### config.mk
export PLATFORM = sky130hd
export DESIGN_NAME = flash_poll_responder
export DESIGN_NICKNAME = d
export VERILOG_FILES = /design/src/rtl/fpr_pkg.sv /design/src/rtl/fpr_abort_timer.sv /design/src/rtl/fpr_addr_match.sv /design/src/rtl/fpr_status_word.sv /design/src/rtl/flash_poll_responder.sv
export SDC_FILE = /design/constraint.sdc
export NUM_CORES = 1
export LEC_CHECK = 0
export CAP_MARGIN = 30
export CORE_ASPECT_RATIO = 1.5
export CORE_MARGIN = 4
export CORE_UTILIZATION = 44
export CTS_CLUSTER_SIZE = 14
export DETAILED_ROUTE_END_ITERATION = 10
export MAX_ROUTING_LAYER = met4
export PLACE_DENSITY_LB_ADDON = 0.3
export SLEW_MARGIN = 20
export SYNTH_ARGS = -nofsm -noshare
export SYNTH_HDL_FRONTEND = slang
export SYNTH_SLANG_ARGS = --single-unit
### constraint.sdc
create_clock -name clk -period 3.2 [get_ports clk]
set_clock_uncertainty 0.1 [all_clocks]
set_input_delay 0.96 -clock clk [delete_from_list [all_inputs] [get_ports clk]]
set_output_delay 0.96 -clock clk [all_outputs]
set_load 0.1 [all_outputs]
### src/rtl/fpr_pkg.sv
`timescale 1ns/1ps
package fpr_pkg;
   typedef enum logic [1:0] {
      OP_NONE  = 2'd0,
      OP_PROG  = 2'd1,
      OP_ERASE = 2'd2,
      OP_BLANK = 2'd3
   } op_kind_e;

   typedef enum logic [1:0] {
      ST_IDLE  = 2'd0,
      ST_RUN   = 2'd1,
      ST_ABORT = 2'd2
   } poll_st_e;

   localparam int unsigned POLL_BIT = 7;
endpackage

### src/rtl/fpr_abort_timer.sv
`timescale 1ns/1ps
module fpr_abort_timer #(
   parameter int unsigned PROG_WIN  = 20,
   parameter int unsigned ERASE_WIN = 100,
   localparam int unsigned MAX_WIN  = (PROG_WIN > ERASE_WIN) ? PROG_WIN : ERASE_WIN,
   localparam int unsigned CNT_W    = $clog2(MAX_WIN + 1)
) (
   input  logic clk,
   input  logic rst_n,
   input  logic load,
   input  logic is_prog,
   output logic last
);
   logic [CNT_W-1:0] cnt;

   always_ff @(posedge clk) begin
      if (!rst_n) begin
         cnt <= '0;
      end else if (load) begin
         cnt <= is_prog ? CNT_W'(PROG_WIN) : CNT_W'(ERASE_WIN);
      end else if (cnt != '0) begin
         cnt <= cnt - 1'b1;
      end
   end

   assign last = (cnt == CNT_W'(1));
endmodule

### src/rtl/fpr_addr_match.sv
`timescale 1ns/1ps
module fpr_addr_match #(
   parameter int unsigned ADDR_W = 8,
   parameter int unsigned SECT_W = 3
) (
   input  logic [ADDR_W-1:0] rd_addr,
   input  logic [ADDR_W-1:0] tgt_addr,
   input  logic              is_prog,
   output logic              hit
);
   logic sect_hit;

   generate
      if (SECT_W == 0) begin : g_one_sector
         assign sect_hit = 1'b1;
      end else begin : g_sectors
         assign sect_hit = (rd_addr[ADDR_W-1 -: SECT_W] == tgt_addr[ADDR_W-1 -: SECT_W]);
      end
   endgenerate

   assign hit = is_prog ? (rd_addr == tgt_addr) : sect_hit;
endmodule

### src/rtl/fpr_status_word.sv
`timescale 1ns/1ps
module fpr_status_word #(
   parameter int unsigned DATA_W  = 16,
   parameter int unsigned BIT_POS = 7
) (
   input  logic              valid_bit,
   input  logic              addr_hit,
   output logic [DATA_W-1:0] word
);
   always_comb begin
      word          = '0;
      word[BIT_POS] = addr_hit ? valid_bit : ~valid_bit;
   end
endmodule

### src/rtl/flash_poll_responder.sv
`timescale 1ns/1ps
module flash_poll_responder #(
   parameter int unsigned ADDR_W   = 8,
   parameter int unsigned SECT_W   = 3,
   parameter int unsigned DATA_W   = 16,
   parameter int unsigned CLK_HZ   = 100_000_000,
   parameter int unsigned PROG_US  = 20,
   parameter int unsigned ERASE_US = 100
) (
   input  logic              clk,
   input  logic              rst_n,
   input  logic              op_start,
   input  logic [1:0]        op_kind,
   input  logic              op_done,
   input  logic              prog_susp,
   input  logic              erase_susp,
   input  logic              tgt_dbit,
   input  logic [ADDR_W-1:0] tgt_addr,
   input  logic              tgt_prot,
   input  logic [ADDR_W-1:0] rd_addr,
   input  logic [DATA_W-1:0] array_data,
   output logic [DATA_W-1:0] rd_data,
   output logic              sel_status
);
   import fpr_pkg::*;

   localparam int unsigned CYC_PER_US = CLK_HZ / 1_000_000;
   localparam int unsigned PROG_WIN   = CYC_PER_US * PROG_US;
   localparam int unsigned ERASE_WIN  = CYC_PER_US * ERASE_US;

   generate
      if (CLK_HZ < 1_000_000) begin : g_bad_clk
         $error("CLK_HZ must be at least 1 MHz");
      end
      if (DATA_W <= POLL_BIT) begin : g_bad_width
         $error("DATA_W must hold the polled bit");
      end
      if (SECT_W > ADDR_W) begin : g_bad_sect
         $error("SECT_W must not exceed ADDR_W");
      end
      if (PROG_US == 0 || ERASE_US == 0) begin : g_bad_win
         $error("abort windows must be non-zero");
      end
   endgenerate

   poll_st_e          st;
   op_kind_e          kind_q;
   logic              dbit_q;
   logic [ADDR_W-1:0] tgt_q;
   logic              start_ok;
   logic              timer_last;
   logic              is_prog;
   logic              addr_hit;
   logic              valid_bit;
   logic [DATA_W-1:0] status_word;

   assign start_ok = op_start && (op_kind != OP_NONE) && (st == ST_IDLE);
   assign is_prog  = (kind_q == OP_PROG);

   always_ff @(posedge clk) begin
      if (!rst_n) begin
         st     <= ST_IDLE;
         kind_q <= OP_NONE;
         dbit_q <= 1'b0;
         tgt_q  <= '0;
      end else begin
         unique case (st)
            ST_IDLE: if (start_ok) begin
               st     <= tgt_prot ? ST_ABORT : ST_RUN;
               kind_q <= op_kind_e'(op_kind);
               dbit_q <= tgt_dbit;
               tgt_q  <= tgt_addr;
            end
            ST_RUN:   if (op_done)    st <= ST_IDLE;
            ST_ABORT: if (timer_last) st <= ST_IDLE;
            default:  st <= ST_IDLE;
         endcase
      end
   end

   fpr_abort_timer #(
      .PROG_WIN (PROG_WIN),
      .ERASE_WIN(ERASE_WIN)
   ) u_timer (
      .clk    (clk),
      .rst_n  (rst_n),
      .load   (start_ok && tgt_prot),
      .is_prog(op_kind == OP_PROG),
      .last   (timer_last)
   );

   fpr_addr_match #(
      .ADDR_W(ADDR_W),
      .SECT_W(SECT_W)
   ) u_match (
      .rd_addr (rd_addr),
      .tgt_addr(tgt_q),
      .is_prog (is_prog),
      .hit     (addr_hit)
   );

   always_comb begin
      if (is_prog)
         valid_bit = ~dbit_q;
      else
         valid_bit = (st == ST_RUN) && (kind_q == OP_ERASE) && erase_susp;
   end

   fpr_status_word #(
      .DATA_W (DATA_W),
      .BIT_POS(POLL_BIT)
   ) u_word (
      .valid_bit(valid_bit),
      .addr_hit (addr_hit),
      .word     (status_word)
   );

   always_comb begin
      unique case (st)
         ST_RUN:   sel_status = !(is_prog && prog_susp);
         ST_ABORT: sel_status = 1'b1;
         default:  sel_status = 1'b0;
      endcase
   end

   assign rd_data = sel_status ? status_word : array_data;
endmodule

* Word level (Yosys, flattened, before mapping)
Index checks and enable logic that the tools add are counted.
** Operators by class
- Add/sub/neg operators :: 1
- Equal/unequal tests :: 11
- Multiplexer cells :: 13
- Bitwise operators :: 2
- Reduce and logical (&&, ||, !) cells :: 13
** Operator list (count)
- $mux 14 :: 3
- $mux 16 :: 1
- $eq 14x1->1 const B :: 1
- $reduce_bool 14->1 :: 1
- $sub 14x1->14 const B :: 1
- $eq 8x8->1 :: 1
- $mux 2 :: 4
- $eq 2x1->1 const B :: 3
- $logic_and 1x1->1 :: 6
- $ne 2x2->1 const B :: 3
- $pmux 2 s3 :: 1
- $eq 2x2->1 const B :: 2
- $reduce_bool 2->1 :: 2
- $eq 3x3->1 :: 1
- $mux 1 :: 3
- $reduce_and 3->1 :: 1
- $logic_not 2->1 :: 1
- $not 1->1 :: 2
- $pmux 1 s2 :: 1
- $reduce_and 2->1 :: 1
- $logic_not 1->1 :: 1
** Storage, ports and cells
- Flip-flop bits (word level) :: 27
- Input bits :: 42
- Logic and storage cells :: 45

* Depth between registers and ports, before layout
- Depth in word-level cells :: 7
- Mapped depth :: 7

* Cells and area by module
Synthesis repeated with hierarchy kept, for this count alone.
** Unflattened totals
- Cells, all modules :: 213
- Area, all modules :: 1856.8 µm²
** Modules (own cells, without submodules)
- flash_poll_responder :: instances 1, cells an instance 97, area an instance 879.6 µm², sequential area each 260.2 µm²
- fpr_abort_timer :: instances 1, cells an instance 87, area an instance 755.7 µm², sequential area each 280.3 µm²
- fpr_status_word :: instances 1, cells an instance 17, area an instance 125.1 µm², sequential area each 0.0 µm²
- fpr_addr_match :: instances 1, cells an instance 12, area an instance 96.3 µm², sequential area each 0.0 µm²

* Least setup slack after synthesis
Ideal clock, no wire load.
- Path kind :: input to output
- Start :: in prog_susp
- End :: out rd_data[7]
- Data arrival time :: 2.881 ns
- Required time :: 2.140 ns
- Setup slack :: -0.741 ns
- Stages on the path :: 5
- Path buffers :: 0
- Cells stage by stage :: nand2b_1 o221ai_1 inv_1 o2111ai_1 nand3_1
** On the way
- Word-level cells in the longest chain between the ends :: 4
** RTL lines
- from (decl) :: line flash_poll_responder.sv:15 : input logic prog_susp,
- $logic_and 1x1->1 :: line flash_poll_responder.sv:120 : ST_RUN: sel_status = !(is_prog && prog_susp);
- $logic_not 1->1 :: line flash_poll_responder.sv:120
- $pmux 1 s2 :: line flash_poll_responder.sv:119 : unique case (st)
- named net sel_status :: line flash_poll_responder.sv:23 : output logic sel_status
- $mux 16 :: line flash_poll_responder.sv:126 : assign rd_data = sel_status ? status_word : array_data;
- to (decl) :: line flash_poll_responder.sv:22 : output logic [DATA_W-1:0] rd_data,
The timed path passes the listed nets, and every way through them passes these cells.

* Worst setup path in the final report
- Start :: in erase_susp
- End :: out rd_data[7]
** On the way
- Word-level cells in the longest chain between the ends :: 5
** RTL lines
- from (decl) :: line flash_poll_responder.sv:16 : input logic erase_susp,
- $logic_and 1x1->1 (*) :: line flash_poll_responder.sv:106 : valid_bit = (st == ST_RUN) && (kind_q == OP_ERASE) && erase_susp;
- $mux 1 (*) :: line flash_poll_responder.sv:103 : if (is_prog)
- $not 1->1 :: line fpr_status_word.sv:12 : word[BIT_POS] = addr_hit ? valid_bit : ~valid_bit;
- $mux 1 (*) :: line fpr_status_word.sv:12
- $mux 16 (*) :: line flash_poll_responder.sv:126
Every way passes the cells marked *; elsewhere a longest branch is shown, timed or not.

==> flow_metrics.tcl <==
set metrics [dict create \
    diodes 0 \
    status "completed" \
    drc 0 \
    place_congestion 0.897 \
    num_vias 1616 \
    synth-seq-cells 27 \
    reg2reg_depth 5 \
    setup_ws_ns 0.0264 \
    synth_cell_type_count 38 \
    slew_viol_final 0 \
    p_leak_nw 0.998 \
    ios 59 \
    async_reset_ff_share_pct 0 \
    avgSynthCellArea_um2 8.02 \
    vdd_drop_max_mv 0.602 \
    clkTransAtPathRegs_ns 0.09 \
    fin_nets 306 \
    antenna_found_initial 0 \
    hold_buffers 0 \
    routed_wl_mm 4.72 \
    syn_inst 191 \
    area_growth_pct 64.7 \
    p_total_mw 1.52 \
    period_minus_slack_ns 3.17 \
    die_y_um 80.3 \
    yosys_warnings 0 \
    pre_cts_slack_ns -0.300 \
    cp.arrival_ns 2.11 \
    relSlewSlack_pct 70.1 \
    grt_max_degree 19 \
    dieArea_mm2 0.00451 \
    dp_hpwl_mm 3.70 \
    fin_crit_sh_pct 99.2 \
    worstPathMaxFanout 2 \
    postRouteAntennaNets 0 \
    grt_pass1_wl_mm 7.66 \
    htree_levels 1 \
    cts_sinks 27 \
    start_util_pct 45.3 \
    wl_per_cell_um 15.7 \
    track_usage_pct 22.1 \
    overflow 0 \
    end_kind "output pin" \
    holdWs_ns 0.368 \
    setup_viol_count_final 0 \
    viasPerCell 5.39 \
    required_ns 2.14 \
    maxCapViolCount 0 \
    placementRows 26 \
    hold_class "reg -> reg" \
    syn_area_mm2 0.00153 \
    seq_area_frac_synth_pct 35.3 \
    drt_first_pass_iters 4 \
    synth_nets 238 \
    synth-edff-count 0 \
    critPathKind "in -> out" \
    worstMarginPinSlew_ns 0.447 \
    grt_pass1_vias 1629 \
    numCtsBuffers 3 \
    fmax_ghz 0.315 \
    die_x_um 56.2 \
    synth-main-ff-cell "dfxtp_1" \
    clock_path_buffers 2 \
    drt_iter0_markers 39 \
    io_buffers 58 \
    cts_tree "built" \
    worstSetupStartpointType "primary input" \
    drive_gt1_share_pct 25.2 \
    hold-path-cell-count 2 \
    cts_root_buffer "clkbuf_8" \
    power_density_mw_per_mm2 602 \
    hold_viol_final 0 \
    worstSkewPairLatency_ns 0.28 \
    core_mm2 0.00338 \
]
-- cell usage in the layout, fill, tap and decap left out, types with 3 or more instances in the layout --
cell type and count:
buf_12 18, buf_4 8, xor2_1 11, nand3_1 3, a21oi_1 20, nor2_1 9, buf_2 3, nand2_1 28
o21ai_0 5, xnor2_1 6, inv_1 7, clkdlybuf4s50_1 31, nand2b_1 3, buf_6 3, ha_1 5, clkbuf_8 3
and2_1 5, dfxtp_1 27, nor3_1 6, or4_1 4, and2_2 10
-- logic make-up after synthesis --
kind of cell | Yosys count | synth area share, %
AOI/OAI and AO/OA | 41 | 16.5
xor gates and xnor gates | 18 | 10.3
adders and majority gates | 5 | 4.08
buffers and inverters | 15 | 4.16
DFF | 27 | 35.3
and+or+nand+nor | 85 | 29.7
-- metal layers --
| metal | track usage (%) | share of wire [%] |
|---|---|---|
| met5 | - | 0 |
| met4 | 4.04 | 1.2 |
| met3 | 3.54 | 3.9 |
| met2 | 44.6 | 57 |
| met1 | 22.0 | 38 |
-- area by class of cell --
cell class	instances	area (um^2)
multi-input cells	149	1010
flip-flops and latches	27	541
well taps	42	52.6
repair buffers	69	836
inverters	9	37.5
clock inverters	1	7.51
fillers	268	860
clock buffers	3	41.3
-- worst max-delay path, cell delays in order --
cell	delay, ns
clkdlybuf4s15_1	0.17
nand4b_1	0.09
o21ai_1	0.09
or4_4	0.54
nand3_4	0.08
buf_12	0.17
-- path summary, 6_finish.rpt --
kind / from / end / slack, ns
worst max-delay path: erase_susp / rd_data[7] / 0.03
worst min-delay path: dbit_q$_SDFFE_PN0P_ / dbit_q$_SDFFE_PN0P_ / 0.37
worst max register to register: u_timer.cnt[8]$_SDFFE_PN0P_ / st[0]$_SDFFE_PN0P_ / 0.99
worst min register to register: dbit_q$_SDFFE_PN0P_ / dbit_q$_SDFFE_PN0P_ / 0.37
-- metrics by stage --
| stage | instance area (um^2) | util [%] | setup TNS, ns | cells |
|---|---|---|---|---|
| 6_report | 2520 | 74.6 | 0 | 300 |
| 5_1_grt | 2520 | 74.6 | -0.0147 | 300 |
| 4_1_cts | 2490 | 73.7 | 0 | 298 |
| 3_5_place_dp | 2420 | 71.5 | -2.59 | 293 |
| 3_3_place_gp | 2420 | 71.5 | -2.07 | 293 |
| 2_1_floorplan | 1590 | - | -0.180 | 191 |
-- where the power goes --
part	total [mW]	switching (mW)	internal, mW	leakage [nW]
logic	0.824	0.475	0.349	0.754
clock network	0.199	0.111	0.0885	0.0217
registers	0.496	0.0847	0.411	0.222
total	1.52	0.670	0.849	0.998
-- what timing repair did --
action	4_1_cts	5_1_grt
pin swaps	10	5
hold endpoints to repair	0	0
endpoints found under the setup margin	17	1
gates resized for setup	37	6
setup buffers	1	2
-- flip-flops by register name (all words and copies together) (netlist names) --
signal	flops
dbit_q	1
kind_q	2
st	2
tgt_q	8
u_timer.cnt	14
-- cells in the mapped netlist, types with 2 or more instances --
library cell / number / share of area, %
nor4_2: 2 / 1.6
xor2_1: 11 / 6.3
o2111ai_1: 3 / 1.7
ha_1: 5 / 4.1
nor4_1: 2 / 0.82
nor2b_1: 2 / 0.82
inv_1: 8 / 2.0
and3_1: 2 / 0.82
and2_1: 15 / 6.1
clkbuf_1: 5 / 1.2
a21oi_1: 21 / 6.9
nor3_1: 8 / 2.6
o21ai_0: 6 / 2.0
or4_1: 5 / 2.4
nand2b_1: 3 / 1.2
xnor2_1: 7 / 4.0
nand3_1: 4 / 1.3
dfxtp_1: 27 / 35
nor2_1: 9 / 2.2
nand2_1: 28 / 6.9
Power figures use the tool's default switching activity.
